**src/rtl/ckstop_pkg.sv**
```systemverilog
package ckstop_pkg;
    typedef enum logic [1:0] {
        GS_RUN   = 2'd0,
        GS_DRAIN = 2'd1,
        GS_HALT  = 2'd2
    } gate_state_e;
endpackage

```
**src/rtl/ckstop_sync.sv**
```systemverilog
module ckstop_sync #(
    parameter int W = 3
) (
    input  logic         clk,
    input  logic         rst_n,
    input  logic [W-1:0] async_i,
    output logic [W-1:0] sync_o
);
    logic [W-1:0] meta_q;
    logic [W-1:0] hold_q;

    always_ff @(posedge clk or negedge rst_n) begin
        if (!rst_n) begin
            meta_q <= '0;
            hold_q <= '0;
        end else begin
            meta_q <= async_i;
            hold_q <= meta_q;
        end
    end

    assign sync_o = hold_q;
endmodule

```
**src/rtl/ckstop_gate_fsm.sv**
```systemverilog
module ckstop_gate_fsm
    import ckstop_pkg::*;
#(
    parameter int LAT = 0
) (
    input  logic clk,
    input  logic rst_n,
    input  logic tick,
    input  logic req,
    output logic pass_o,
    output logic halted_o
);
    localparam int CW = (LAT < 2) ? 1 : $clog2(LAT);
    localparam logic [CW-1:0] LOAD = CW'((LAT > 0) ? (LAT - 1) : 0);

    gate_state_e   state_q, state_d;
    logic [CW-1:0] cnt_q, cnt_d;

    always_ff @(posedge clk or negedge rst_n) begin
        if (!rst_n) begin
            state_q <= GS_RUN;
            cnt_q   <= '0;
        end else begin
            state_q <= state_d;
            cnt_q   <= cnt_d;
        end
    end

    always_comb begin
        state_d = state_q;
        cnt_d   = cnt_q;
        if (tick) begin
            unique case (state_q)
                GS_RUN: begin
                    if (req) begin
                        if (LAT == 0) begin
                            state_d = GS_HALT;
                        end else begin
                            state_d = GS_DRAIN;
                            cnt_d   = LOAD;
                        end
                    end
                end
                GS_DRAIN: begin
                    if (!req) begin
                        state_d = GS_RUN;
                    end else if (cnt_q == '0) begin
                        state_d = GS_HALT;
                    end else begin
                        cnt_d = cnt_q - 1'b1;
                    end
                end
                GS_HALT: begin
                    if (!req) begin
                        state_d = GS_RUN;
                    end
                end
                default: state_d = GS_RUN;
            endcase
        end
    end

    always_comb begin
        pass_o   = (state_q != GS_HALT);
        halted_o = (state_q == GS_HALT);
    end

    AST_STATE_ONLY_ON_TICK: assert property (@(posedge clk) disable iff (!rst_n)
        !tick |=> $stable(state_q));
    AST_HALT_RELEASE: assert property (@(posedge clk) disable iff (!rst_n)
        (halted_o && tick && !req) |=> (state_q == GS_RUN));
    AST_DRAIN_WITHDRAW: assert property (@(posedge clk) disable iff (!rst_n)
        (state_q == GS_DRAIN && tick && !req) |=> pass_o);
endmodule

```
**src/rtl/ckstop_ctrl.sv**
```systemverilog
module ckstop_ctrl #(
    parameter int N_CPU        = 4,
    parameter int N_PCI        = 6,
    parameter int CPU_STOP_LAT = 2,
    parameter int CFG_W        = 16
) (
    input  logic             clk_master,
    input  logic             rst_n,
    input  logic             pm_bypass,
    input  logic             cpu_stop_a,
    input  logic             pci_stop_a,
    input  logic             pwr_down_a,
    input  logic             cfg_we,
    input  logic [CFG_W-1:0] cfg_wdata,
    output logic [N_CPU-1:0] cpu_clk_o,
    output logic [N_PCI-1:0] pci_clk_o,
    output logic             pci_free_o
);
    localparam int USED     = N_CPU + N_PCI + 1;
    localparam int PCI_LO   = N_CPU;
    localparam int PCI_HI   = N_CPU + N_PCI - 1;
    localparam int FREE_BIT = N_CPU + N_PCI;

    logic [1:0]      phase_q;
    logic            cpu_tick, pci_tick;
    logic [2:0]      req_s;
    logic            cpu_req, pci_req, free_req;
    logic            cpu_pass, pci_pass, free_pass;
    logic            cpu_halted, pci_halted, free_halted;
    logic [USED-1:0] cfg_q;
    logic [N_CPU-1:0] cpu_en_q;
    logic [N_PCI-1:0] pci_en_q;
    logic            free_en_q;

    generate
        if (CFG_W > USED) begin : g_rsvd
            logic rsvd_unused;
            assign rsvd_unused = ^cfg_wdata[CFG_W-1:USED];
        end
    endgenerate

    // Phase counter: CPU high when phase is even, PCI high on phases 0 and 1
    always_ff @(posedge clk_master or negedge rst_n) begin
        if (!rst_n) phase_q <= 2'd0;
        else        phase_q <= phase_q + 2'd1;
    end

    always_comb begin
        cpu_tick = phase_q[0];
        pci_tick = (phase_q == 2'd3);
    end

    ckstop_sync #(.W(3)) u_sync (
        .clk     (clk_master),
        .rst_n   (rst_n),
        .async_i ({pwr_down_a, pci_stop_a, cpu_stop_a}),
        .sync_o  (req_s)
    );

    always_comb begin
        cpu_req  = !pm_bypass && (req_s[0] || req_s[2]);
        pci_req  = !pm_bypass && (req_s[1] || req_s[2]);
        free_req = !pm_bypass && req_s[2];
    end

    ckstop_gate_fsm #(.LAT(CPU_STOP_LAT)) u_cpu_fsm (
        .clk(clk_master), .rst_n(rst_n), .tick(cpu_tick), .req(cpu_req),
        .pass_o(cpu_pass), .halted_o(cpu_halted));
    ckstop_gate_fsm #(.LAT(0)) u_pci_fsm (
        .clk(clk_master), .rst_n(rst_n), .tick(pci_tick), .req(pci_req),
        .pass_o(pci_pass), .halted_o(pci_halted));
    ckstop_gate_fsm #(.LAT(0)) u_free_fsm (
        .clk(clk_master), .rst_n(rst_n), .tick(pci_tick), .req(free_req),
        .pass_o(free_pass), .halted_o(free_halted));

    // Configuration word and per-group boundary snapshots
    always_ff @(posedge clk_master or negedge rst_n) begin
        if (!rst_n) begin
            cfg_q     <= '1;
            cpu_en_q  <= '1;
            pci_en_q  <= '1;
            free_en_q <= 1'b1;
        end else begin
            if (cfg_we)   cfg_q <= cfg_wdata[USED-1:0];
            if (cpu_tick) cpu_en_q <= cfg_q[N_CPU-1:0];
            if (pci_tick) begin
                pci_en_q  <= cfg_q[PCI_HI:PCI_LO];
                free_en_q <= cfg_q[FREE_BIT];
            end
        end
    end

    // Output flops
    always_ff @(posedge clk_master or negedge rst_n) begin
        if (!rst_n) begin
            cpu_clk_o  <= '0;
            pci_clk_o  <= '0;
            pci_free_o <= 1'b0;
        end else begin
            cpu_clk_o  <= cpu_pass ? (cpu_en_q & {N_CPU{~phase_q[0]}}) : '0;
            pci_clk_o  <= pci_pass ? (pci_en_q & {N_PCI{~phase_q[1]}}) : '0;
            pci_free_o <= free_pass && free_en_q && !phase_q[1];
        end
    end

    AST_CPU_SINGLE_HIGH: assert property (@(posedge clk_master) disable iff (!rst_n)
        (|cpu_clk_o) |=> (cpu_clk_o == '0));
    AST_FREE_HIGH_PAIR: assert property (@(posedge clk_master) disable iff (!rst_n)
        $rose(pci_free_o) |=> pci_free_o);
    AST_FREE_LOW_PAIR: assert property (@(posedge clk_master) disable iff (!rst_n)
        $fell(pci_free_o) |=> !pci_free_o);
    AST_CPU_HALT_LOW: assert property (@(posedge clk_master) disable iff (!rst_n)
        cpu_halted |-> (cpu_clk_o == '0));
    AST_PCI_HALT_LOW: assert property (@(posedge clk_master) disable iff (!rst_n)
        pci_halted |-> (pci_clk_o == '0));
    AST_PD_FREE_LOW: assert property (@(posedge clk_master) disable iff (!rst_n)
        free_halted |-> !pci_free_o);
    AST_BYPASS_NO_STOP: assert property (@(posedge clk_master) disable iff (!rst_n)
        $past(pm_bypass) |-> !$rose(cpu_halted));
endmodule

```
**config.mk**
```make
export PLATFORM = sky130hd
export DESIGN_NAME = ckstop_ctrl
export DESIGN_NICKNAME = d
export VERILOG_FILES = /design/src/rtl/ckstop_pkg.sv /design/src/rtl/ckstop_sync.sv /design/src/rtl/ckstop_gate_fsm.sv /design/src/rtl/ckstop_ctrl.sv
export SDC_FILE = /design/constraint.sdc
export NUM_CORES = 1
export LEC_CHECK = 0
export BUFFER_PORTS_ARGS = -buffer_cell sky130_fd_sc_hd__buf_4
export CORE_ASPECT_RATIO = 0.6
export CORE_MARGIN = 2
export CORE_UTILIZATION = 45
export CTS_BUF_LIST = sky130_fd_sc_hd__clkbuf_4 sky130_fd_sc_hd__clkbuf_8
export DETAILED_ROUTE_END_ITERATION = 16
export PLACE_DENSITY = 0.68
export SYNTH_ARGS = -nofsm -noshare
export SYNTH_HDL_FRONTEND = slang
export SYNTH_SLANG_ARGS = --single-unit
```
**constraint.sdc**
```tcl
create_clock -name clk_master -period 1.5 [get_ports clk_master]
set_clock_uncertainty 0.15 [all_clocks]
set_input_delay 0.3 -clock clk_master [delete_from_list [all_inputs] [get_ports clk_master]]
set_output_delay 0.3 -clock clk_master [all_outputs]
set_load 0.02 [all_outputs]
```
After elaboration in Yosys (flattened, before gate mapping)
Cells that the tools add are included. Widths: inputs -> output; s select.

Flip-flop bits (word level): 50. Latch bits: 0. RAM bits: 0. Memory bits (read-only): 0. Output and inout bits: 11. Logic and storage cells: 86. Memories: 0.

Add/sub/neg operators: 4. $mul: 0. Div/mod/pow operators: 0. $lt $le $gt $ge: 0. Equal/unequal tests: 20. Shift-type cells: 0. Mux-type cells: 23. Bitwise gates (word level): 4. Reduce and logical (&&, ||, !) cells: 19.

Operators by type and width (number): $mux 2 (12); $pmux 2 s3 (3); $reduce_and 4->1 (4); $ne 2x2->1 const B (6); $ne 3x3->1 const B (3); $eq 2x2->1 const B (4); $ne 2x1->1 const B (4); $and 6x6->6 (1); $eq 2x1->1 const B (3); $logic_not 2->1 (3); $mux 6 (1); $reduce_and 3->1 (2); $logic_and 1x1->1 (5); $mux 1 (5); $and 4x4->4 (1); $mux 4 (1); $sub 1x1->1 const B (3); $add 2x1->2 const B (1); $logic_not 1->1 (2); $logic_or 1x1->1 (2); $not 1->1 (2); $pmux 1 s2 (1); $reduce_bool 2->1 (1).

Logic depth before layout (Yosys ltp)
Gate-level depths: netlist of the first run.

Word-level depth: 4. Depth in mapped cells: 4.

By module
A second synthesis of the first run with hierarchy kept.

Cell total of the unflattened synthesis: 104. Area total of the unflattened synthesis: 1756.7 um^2.

By module, submodules not included: ckstop_ctrl (instances 1, cells each 77, area each 1373.8 um^2, sequential area each 903.4 um^2); ckstop_sync (instances 1, cells each 6, area each 150.1 um^2, sequential area each 150.1 um^2); ckstop_gate_fsm (u_cpu_fsm) (instances 1, cells each 15, area each 145.1 um^2, sequential area each 75.1 um^2); ckstop_gate_fsm (u_free_fsm ...) (instances 2, cells each 3, area each 43.8 um^2, sequential area each 25.0 um^2).

Worst setup path after synthesis of the first run
Ideal clock, no wire load.

Kind: register -> register. Start: reg phase_q[0]. End: reg u_pci_fsm.state_q[1]. Library setup time: 125 ps. Arrival: 1099 ps. Data required time: 1225 ps. Slack: 126 ps. Cell stages (with the launch flop): 4. Buffers on the path: 1. Clock period less this slack: 1374 ps. Path through: dfrtp_1 -> ha_1 -> buf_2 -> mux2_2.

Word-level cells in the longest chain between the ends: 2.

RTL lines: start, declared (line ckstop_ctrl.sv:24) `logic [1:0] phase_q;`; start signal, assigned (line ckstop_ctrl.sv:45) `else phase_q <= phase_q + 2'd1;`; $eq 2x2->1 (line ckstop_ctrl.sv:50) `pci_tick = (phase_q == 2'd3);`; $reduce_and 4->1 (no source line); end signal, assigned (line ckstop_gate_fsm.sv:24) `state_q <= state_d;`; end, declared (line ckstop_gate_fsm.sv:16) `gate_state_e state_q, state_d;`.

No other way between the ends. A chain may end at the register's enable or synchronous reset.

Worst setup path after layout of the first run
Start: reg phase_q[0]. End: reg u_cpu_fsm.cnt_q.

Word-level cells in the longest chain between the ends: 1.

RTL lines: $reduce_and 4->1 (no source line); end signal, assigned (line ckstop_gate_fsm.sv:25) `cnt_q <= cnt_d;`; end, declared (line ckstop_gate_fsm.sv:17) `logic [CW-1:0] cnt_q, cnt_d;`.

No other way between the ends.

==> out/qor.yml, run 1 <==
clock_network:
  numCtsBuffers: 5
  cts_resized: 0
  cts_setup_buffers: 0
  root_buffer: "clkbuf_8"
  path_clk_slew_ns: 0.08
  cts.sinks: 46
  htreeDepth: 2
  insertion_delay_ns: 0.29
  cts_tree: "done"
  clock_path_buffers: 2
  ctsHoldBuffers: 4
yosys:
  synth.area.top_cells: "dfrtp_1 (37%), dfstp_2 (36%), mux2_2 (13%)"
  synthTopCellsByCount: "dfrtp_1 (24), dfstp_2 (22), mux2_2 (19)"
  avgSynthCellArea_um2: 15.19
  async_reset_ff_share_pct: 100.0
  yosysTopAreaCell: "dfrtp_1"
  syn_inst: 107
  yosysMostFrequentCell: "dfrtp_1"
  ys_seq_elements: 46
  synth_top_cell_area_share_pct: 36.95
  dominantRegCellSynth: "dfrtp_1"
  ys_types: 18
  ys_warn_count: 0
  synth-edff-count: 0
  netlist_area_um2: 1625
  ys_seq_area_share_pct: 72.52
  synth_nets: 131
sta:
  worst_pin_slew_ns: 0.5271
  grt_setup_unrepaired: "no"
  whs_ns: 0.08169
  finalCritPeriodShare_pct: 93.59
  tns_ns: 0
  drv_slew: 0
  hold_violations: 0
  max_slew_margin_pct: 64.86
  fin_crit_ns: 1.404
  fmax_mhz: 712.3
  report.final.setup_viol: 0
layout:
  nFillCells: 266
  area.growth.synth_to_final_pct: 25.02
  final_net_count: 170
  drive_gt1_share_pct: 55.78
  instances_no_fill: 192
  final_core_util_pct: 60.42
  antennaDiodeCount: 0
worst_setup_path:
  criticalPathCategory: "reg -> reg"
  slowest_delay_ns: 0.35
  critPathSlowestCell: "dfrtp_1"
  startpoint_type: "flop"
  crit_fanout: 7
  cp_data_arrival_time_ns: 1.47
  cp-end-kind: "flop"
  path_buf_inv: 2
  crit_family: "flip-flops"
  worstPathCellList: "buf_4 > inv_2 > nor4_4 > mux2i_1"
  cp.required_ns: 1.56
power_and_ir_drop:
  peakVddDrop_uv: 620.1
  p_per_area_nw_per_um2: 1219
  clkPwrFrac_pct: 30.7
  p_int_mw: 1.926
  p_leak_nw: 0.9380
  p_sw_share_pct: 22.23
  combPwrFrac_pct: 11.1
  seq_power_share_pct: 58.2
  switchingPower_uw: 550.5
die:
  fp.dieW_um: 81.59
  initial_core_util_pct: 48.33
  die_height_um: 50.55
  rows: 16
  io_pins: 34
  core_um2: 3363
  die-area_um2: 4124
drt:
  drtIter0Drc: 80
  drt-met1-wl_um: 1097
  highest_layer: "met4"
  wl_per_cell_um: 13.78
  wl_met2_um: 1347
  routed_via_density: 4.703
  ant_nets: 0
  vias: 903
  drt_first_pass_iters: 4
  dr_wl_met3_um: 149
  drc: 0
  drt-total-wl_um: 2645
grt:
  grt_start_max_net_pins: 47
  grt_antenna_before_repair: 0
  grt_usage_pct: 15.67
  grt.overflow.total: 0
  grt_pass1_vias: 943
  grt_pass1_wl_um: 4519
placement:
  dp.cells: 180
  place_congestion: 0.7454
  io_buffer_count: 28
  dpl.hpwl_um: 1909
run_status:
  status: "finished clean"
worst_hold_path:
  holdCritPathClass: "in -> reg"
job:
  cap_viol_max_count: 0
-- layout make-up --
cell class / instances / area, um^2 / area share, %
Inverter: 3 / 11.26 / 0.5542
Timing Repair Buffer: 34 / 265.3 / 13.05
Clock buffer: 7 / 90.09 / 4.433
Multi-Input combinational cell: 56 / 425.4 / 20.94
Clock inverter: 1 / 5.005 / 0.2463
Tap cell: 45 / 56.30 / 2.771
Sequential cell: 46 / 1179 / 58.00
-- power by group through the flow --
stage	sequential (mW)	combinational [mW]	clock (mW)
floorplan	1.49	0.103	0
global placement	1.46	0.257	0
detailed placement	1.47	0.272	0
CTS	1.44	0.281	0.794
global route	1.46	0.300	0.848
finish	1.44	0.275	0.761
-- layer usage --
layer | track usage [%] | vias to the layer above
met4 | 7.500 | 0
met3 | 5.576 | 6
met1 | 17.87 | 444
met5 | 0 | -
met2 | 26.37 | 21
li1 | - | 432
-- flip-flops by register name, summed over array words and instances, names as in the netlist, 2 cells and up --
register and count:
cfg_q 11, cpu_clk_o 4, cpu_en_q 4, pci_clk_o 6
pci_en_q 6, phase_q 2, u_cpu_fsm.state_q 2, u_sync.meta_q 3
u_sync.sync_o 3
-- cells by family (layout without fill, tap and decap cells) --
| logic type | Yosys count | in the layout | synth area share (%) |
|---|---|---|---|
| compound gates | 4 | 4 | 2.079 |
| flops | 46 | 46 | 72.52 |
| simple gates | 31 | 31 | 9.546 |
| buf+inv | 5 | 45 | 1.309 |
| mux | 20 | 20 | 13.78 |
| fa+ha+maj | 1 | 1 | 0.7697 |
-- worst paths after layout --
check	start	to	slack, ns	cells after the start
worst max-delay path	phase_q[0]$_DFF_PN0_	u_cpu_fsm.cnt_q$_DFFE_PN0P_	0.1	4
worst min-delay path	cfg_wdata[5]	cfg_q[5]$_DFFE_PN1P_	0.08	2
worst max register to register	phase_q[0]$_DFF_PN0_	u_cpu_fsm.cnt_q$_DFFE_PN0P_	0.1	4
worst min register to register	u_sync.meta_q[2]$_DFF_PN0_	u_sync.sync_o[2]$_DFF_PN0_	0.20	0
max in group asynchronous	rst_n	cfg_q[0]$_DFFE_PN1P_	0.45	2
min in group asynchronous	rst_n	u_free_fsm.state_q[1]$_DFFE_PN0P_	0.38	2
-- metrics by stage --
step	setup WS, ns	cell area (um^2)	power (mW)
6_report	0.09610	2032	2.476
5_1_grt	0.01279	2032	2.606
4_1_cts	0.07824	2032	2.518
3_5_place_dp	0.09991	1897	1.738
3_3_place_gp	0.1772	1897	1.715
2_1_floorplan	0.1258	1625	1.593
-- cell usage in the layout (no fill, tap or decap) --
cell	instances
clkbuf_4	1
nand2_1	14
clkbuf_8	6
mux2_2	19
and2_1	6
o31ai_1	1
nor2b_1	1
dfrtp_1	24
a22o_1	1
nor4_4	1
buf_4	30
o22ai_1	1
dlygate4sd3_1	4
ha_1	1
a32o_2	1
nor2_1	8
mux2i_1	1
inv_2	1
inv_1	2
nor3b_1	1
dfstp_2	22
clkinv_2	1
-- worst register-to-register path: stages (launching register included) --
cell and delay [ns]:
dfrtp_1 0.35, buf_4 0.15, inv_2 0.08, nor4_4 0.34, mux2i_1 0.24
Power figures use the tool's default switching activity.
==> inputs of run 2 (changes only) <==
--- a/config.mk
+++ b/config.mk
@@ -12,6 +12,7 @@
 export CTS_BUF_LIST = sky130_fd_sc_hd__clkbuf_4 sky130_fd_sc_hd__clkbuf_8
 export DETAILED_ROUTE_END_ITERATION = 16
 export PLACE_DENSITY = 0.68
+export REMOVE_ABC_BUFFERS = 1
 export SYNTH_ARGS = -nofsm -noshare
 export SYNTH_HDL_FRONTEND = slang
 export SYNTH_SLANG_ARGS = --single-unit
==> out/qor.yml, run 2 (synthesis results as in run 1) <==
sta:
  tns_ns: 0  # unchanged
  hold_violations: 0  # unchanged
  whs_ns: 0.08700  # was 0.08169 ns
  drv_slew: 0  # unchanged
  fin_crit_ns: 1.412  # was 1.404 ns
  fmax_mhz: 708.0  # was 712.3 MHz
  report.final.setup_viol: 0  # unchanged
  finalCritPeriodShare_pct: 94.17  # was 93.59%
  worst_pin_slew_ns: 0.5289  # was 0.5271 ns
  max_slew_margin_pct: 64.74  # was 64.86%
  grt_setup_unrepaired: "no"  # unchanged
clock_network:
  clock_path_buffers: 2  # unchanged
  cts_setup_buffers: 0  # unchanged
  path_clk_slew_ns: 0.08  # about the same
  root_buffer: "clkbuf_8"  # unchanged
  cts_tree: "done"  # unchanged
  cts_resized: 0  # unchanged
  cts.sinks: 46  # unchanged
  insertion_delay_ns: 0.29  # about the same
  htreeDepth: 2  # unchanged
  numCtsBuffers: 5  # unchanged
drt:
  drc: 0  # unchanged
  wl_per_cell_um: 13.01  # was 13.78 um
  drt-total-wl_um: 2510  # was 2645 um
  wl_met2_um: 1186  # was 1347 um
  highest_layer: "met4"  # unchanged
  dr_wl_met3_um: 153  # was 149 um
  drt_first_pass_iters: 3  # was 4
  drt-met1-wl_um: 1134  # was 1097 um
  routed_via_density: 4.736  # was 4.703
  drtIter0Drc: 23  # was 80
  vias: 914  # was 903
  ant_nets: 0  # unchanged
layout:
  regMostFlops: "cfg_q"  # unchanged
  multi_input_area_um2: 425.4  # unchanged
  final_cell_mix: "buf_4 (31), dfrtp_1 (24), dfstp_2 (22), mux2_2 (19), nand2_1 (14)"  # was buf_4 (30), dfrtp_1 (24), dfstp_2 (22), mux2_2 (19), nand2_1 (14)
  final_cell_area_um2: 2039  # was 2032 um^2
  antennaDiodeCount: 0  # unchanged
  regArea_um2: 1179  # unchanged
  largest_reg_flops: 11  # unchanged
  top_regs: "cfg_q (11), pci_clk_o (6), pci_en_q (6)"  # unchanged
  drive_gt1_share_pct: 56.08  # was 55.78%
  area.growth.synth_to_final_pct: 25.48  # was 25.02%
  nFillCells: 277  # was 266
  final_net_count: 171  # was 170
  final_common_cell: "buf_4"  # unchanged
worst_hold_path:
  holdCritPathClass: "in -> reg"  # unchanged
  hold_path_depth: 2  # unchanged
worst_setup_path:
  cp_data_arrival_time_ns: 1.48  # was 1.47 ns
  cp.required_ns: 1.57  # was 1.56 ns
  worstRegToRegCells: 3  # was 4
  criticalPathCategory: "reg -> reg"  # unchanged
  cp-end-kind: "flop"  # unchanged
  startpoint_type: "flop"  # unchanged
  crit_fanout: 5  # was 7
die:
  io_pins: 34  # unchanged
  die-area_um2: 4124  # unchanged
  initial_core_util_pct: 48.33  # unchanged
  die_height_um: 50.55  # unchanged
  fp.dieW_um: 81.59  # unchanged
  core_um2: 3363  # unchanged
  rows: 16  # unchanged
grt:
  grt_usage_pct: 15.13  # was 15.67%
  grt_pass1_wl_um: 4478  # was 4519 um
  grt_pass1_vias: 1020  # was 943
  grt_start_max_net_pins: 47  # unchanged
  grt.overflow.total: 0  # unchanged
  grt_antenna_before_repair: 0  # unchanged
placement:
  io_buffer_count: 28  # unchanged
  place_congestion: 0.7313  # was 0.7454
  placed_cell_area_um2: 1904  # was 1897 um^2
  dpl.hpwl_um: 1735  # was 1909 um
run_status:
  status: "finished clean"  # unchanged
power_and_ir_drop:
  p_per_area_nw_per_um2: 1212  # was 1219 nW/um^2
  peakVddDrop_uv: 643.0  # was 620.1 uV
  p_leak_nw: 0.9434  # was 0.9380 nW
  finalPower_mw: 2.472  # was 2.476 mW
job:
  cap_viol_max_count: 0  # unchanged
==> run 2: changes by cell type in the layout (fill, tap and decap cells not counted), sizes merged <==
cell and delta:
buf +1
==> run 2: layout make-up <==
| class | instances | share of cell area [%] |
|---|---|---|
| well taps | 45 | 2.761 |
| flip-flops and latches | 46 | 57.79 |
| clock buffers | 7 | 4.417 |
| repair buffers | 35 | 13.37 |
| clock inverters | 1 | 0.2454 |
| inverters | 3 | 0.5521 |
| multi-input cells | 56 | 20.86 |
==> run 2: report_power, final <==
group / switching (mW) / leakage, nW / internal [mW] / total, mW
combinational: 0.129 / 0.370 / 0.143 / 0.271
sequential: 0.0476 / 0.522 / 1.39 / 1.44
clock: 0.371 / 0.0517 / 0.389 / 0.760
total: 0.547 / 0.943 / 1.93 / 2.47
==> run 2: path summary, 6_finish.rpt <==
check	startpoint	end	slack [ns]
worst max-delay path	phase_q[0]$_DFF_PN0_	free_en_q$_DFFE_PN1N_	0.09
worst min-delay path	pm_bypass	u_free_fsm.state_q[1]$_DFFE_PN0P_	0.09
worst max register to register	phase_q[0]$_DFF_PN0_	free_en_q$_DFFE_PN1N_	0.09
worst min register to register	u_sync.meta_q[0]$_DFF_PN0_	u_sync.sync_o[0]$_DFF_PN0_	0.21
max in group asynchronous	rst_n	pci_en_q[0]$_DFFE_PN1N_	0.45
min in group asynchronous	rst_n	cpu_clk_o[1]$_DFF_PN0_	0.38
==> run 2: critical path, stage by stage (launching register included) <==
cell	delay, ns
dfrtp_1	0.41
ha_1	0.27
buf_4	0.17
mux2_2	0.34
==> run 2: per-layer routing <==
metal / up-vias / GRT usage, %
li1: 434 / -
met1: 454 / 17.29
met2: 21 / 25.27
met3: 5 / 5.935
met4: 0 / 6.667
met5: - / 0
==> run 2: repair_timing <==
item | CTS | global route
endpoints found under the hold margin | 27 | 0
hold buffers | 4 | 0
setup endpoints to repair | 0 | 0
==> run 2: per-stage QoR <==
stage	setup WS, ns	util (%)	std cells
floorplan	0.08228	-	105
global placement	0.1057	56.62	181
detailed placement	0.09574	56.62	181
CTS	0.08254	60.64	193
global route	0.03166	60.64	193
finish	0.08752	60.64	193
==> inputs of run 3 (changes only) <==
==> constraint.sdc (replaced) <==
create_clock -name clk_master -period 1.5 [get_ports clk_master]
set_clock_uncertainty 0.15 [all_clocks]
set_input_delay 0.225 -clock clk_master [delete_from_list [all_inputs] [get_ports clk_master]]
set_output_delay 0.225 -clock clk_master [all_outputs]
set_load 0.02 [all_outputs]
==> out/qor.yml, run 3 (synthesis results as in run 1) <==
run_status:
  status: "finished clean"  # unchanged
placement:
  dp.cells: 181  # unchanged
  io_buffer_count: 28  # unchanged
  place_congestion: 0.7316  # was 0.7313
worst_setup_path:
  slowest_delay_ns: 0.42  # was 0.41 ns
  cp.required_ns: 1.57  # about the same
  startpoint_type: "flop"  # unchanged
  crit_fanout: 5  # unchanged
  cp_data_arrival_time_ns: 1.50  # was 1.48 ns
  worstPathCellList: "ha_1 > buf_4 > mux2_2"  # unchanged
  critPathSlowestCell: "dfrtp_1"  # unchanged
  criticalPathCategory: "reg -> reg"  # unchanged
  cp-end-kind: "flop"  # unchanged
clock_network:
  numCtsBuffers: 5  # unchanged
  cts.sinks: 46  # unchanged
  insertion_delay_ns: 0.29  # about the same
  cts_tree: "done"  # unchanged
  root_buffer: "clkbuf_8"  # unchanged
  cts_setup_buffers: 0  # unchanged
  path_clk_slew_ns: 0.08  # about the same
  htreeDepth: 2  # unchanged
  clock_path_buffers: 2  # unchanged
drt:
  drc: 0  # unchanged
  vias: 936  # was 914
  drtIter0Drc: 41  # was 23
  wl_per_cell_um: 13.23  # was 13.01 um
  routed_via_density: 4.800  # was 4.736
  wl_met2_um: 1232  # was 1186 um
  drt_first_pass_iters: 4  # was 3
  drt-total-wl_um: 2579  # was 2510 um
  drt-met1-wl_um: 1151  # was 1134 um
  ant_nets: 0  # unchanged
  highest_layer: "met4"  # unchanged
  dr_wl_met3_um: 147  # was 153 um
layout:
  largest_reg_flops: 11  # unchanged
  final_common_cell: "buf_4"  # unchanged
  top_regs: "cfg_q (11), pci_clk_o (6), pci_en_q (6)"  # unchanged
  final_core_util_pct: 60.97  # was 60.64%
  nFillCells: 281  # was 277
  multi_input_area_um2: 425.4  # unchanged
  final_net_count: 173  # was 171
  regArea_um2: 1179  # unchanged
  area.growth.synth_to_final_pct: 26.17  # was 25.48%
  regMostFlops: "cfg_q"  # unchanged
  antennaDiodeCount: 0  # unchanged
  drive_gt1_share_pct: 55.33  # was 56.08%
  final_cell_mix: "buf_4 (31), dfrtp_1 (24), dfstp_2 (22), mux2_2 (19), nand2_1 (14)"  # unchanged
  instances_no_fill: 195  # was 193
grt:
  grt_start_max_net_pins: 47  # unchanged
  grt_pass1_wl_um: 4747  # was 4478 um
  grt_usage_pct: 16.19  # was 15.13%
  grt.overflow.total: 0  # unchanged
  grt_pass1_vias: 1012  # was 1020
  grt_antenna_before_repair: 0  # unchanged
die:
  core_um2: 3363  # unchanged
  rows: 16  # unchanged
  die-area_um2: 4124  # unchanged
  io_pins: 34  # unchanged
  die_height_um: 50.55  # unchanged
  initial_core_util_pct: 48.33  # unchanged
  fp.dieW_um: 81.59  # unchanged
sta:
  max_slew_margin_pct: 63.80  # was 64.74%
  finalCritPeriodShare_pct: 95.38  # was 94.17%
  grt_setup_unrepaired: "no"  # unchanged
  tns_ns: 0  # unchanged
  fin_crit_ns: 1.431  # was 1.412 ns
  hold_violations: 0  # unchanged
  worst_pin_slew_ns: 0.5430  # was 0.5289 ns
  whs_ns: 0.01362  # was 0.08700 ns
  fmax_mhz: 698.9  # was 708.0 MHz
  report.final.setup_viol: 0  # unchanged
  drv_slew: 0  # unchanged
power_and_ir_drop:
  p_leak_nw: 0.9485  # was 0.9434 nW
  peakVddDrop_uv: 578.7  # was 643.0 uV
  finalPower_mw: 2.437  # was 2.472 mW
  p_per_area_nw_per_um2: 1188  # was 1212 nW/um^2
worst_hold_path:
  holdCritPathClass: "in -> reg"  # unchanged
job:
  cap_viol_max_count: 0  # unchanged
## run 3: per-stage QoR
step                      area, um^2  worst slack (ns)
after global routing            2051           0.02065
after CTS                       2041           0.06506
after floorplan                 1615           0.08228
final                           2051           0.06927
after global placement          1904            0.1059
after detailed placement        1904           0.08395
## run 3: power by group
part / internal (mW) / leakage [nW] / switching [mW]
sequential: 1.39 / 0.522 / 0.0472
combinational: 0.146 / 0.378 / 0.130
clock: 0.341 / 0.0484 / 0.380
## run 3: final timing paths
check                                      startpoint                          to  slack, ns  depth (start not counted)
max                              phase_q[0]$_DFF_PN0_       free_en_q$_DFFE_PN1N_       0.07                          3
min                                      cfg_wdata[1]        cfg_q[1]$_DFFE_PN1P_       0.01                          2
max reg2reg                      phase_q[0]$_DFF_PN0_       free_en_q$_DFFE_PN1N_       0.07                          3
min reg2reg                u_sync.meta_q[0]$_DFF_PN0_  u_sync.sync_o[0]$_DFF_PN0_       0.21                          0
max in group asynchronous                       rst_n        cfg_q[7]$_DFFE_PN1P_       0.51                          2
min in group asynchronous                       rst_n      cpu_clk_o[2]$_DFF_PN0_       0.31                          2
## run 3: layout make-up
class | instances | area share (%)
Sequential cell | 46 | 57.47
Multi-Input combinational cell | 56 | 20.74
Timing Repair Buffer | 37 | 14.28
Clock buffer | 6 | 3.722
Tap cell | 45 | 2.746
Inverter | 3 | 0.5491
Clock inverter | 2 | 0.4881
## run 3: timing repair
action / CTS / global route
hold endpoints to repair: 28 / 1
hold buffers: 5 / 1
resized for setup: 0 / 0
## run 3: metal layers
| layer | track usage (%) | vias to the layer above |
|---|---|---|
| met4 | 7.500 | 0 |
| met2 | 25.27 | 21 |
| met5 | 0 | - |
| met3 | 5.935 | 5 |
| li1 | - | 441 |
| met1 | 20.17 | 469 |
## run 3: critical path: cells and delay by family, from the launching register on
family	cells	cell delay [ns]
fa+ha+maj	1	0.28
buf+inv	1	0.18
flops	1	0.42
mux	1	0.33
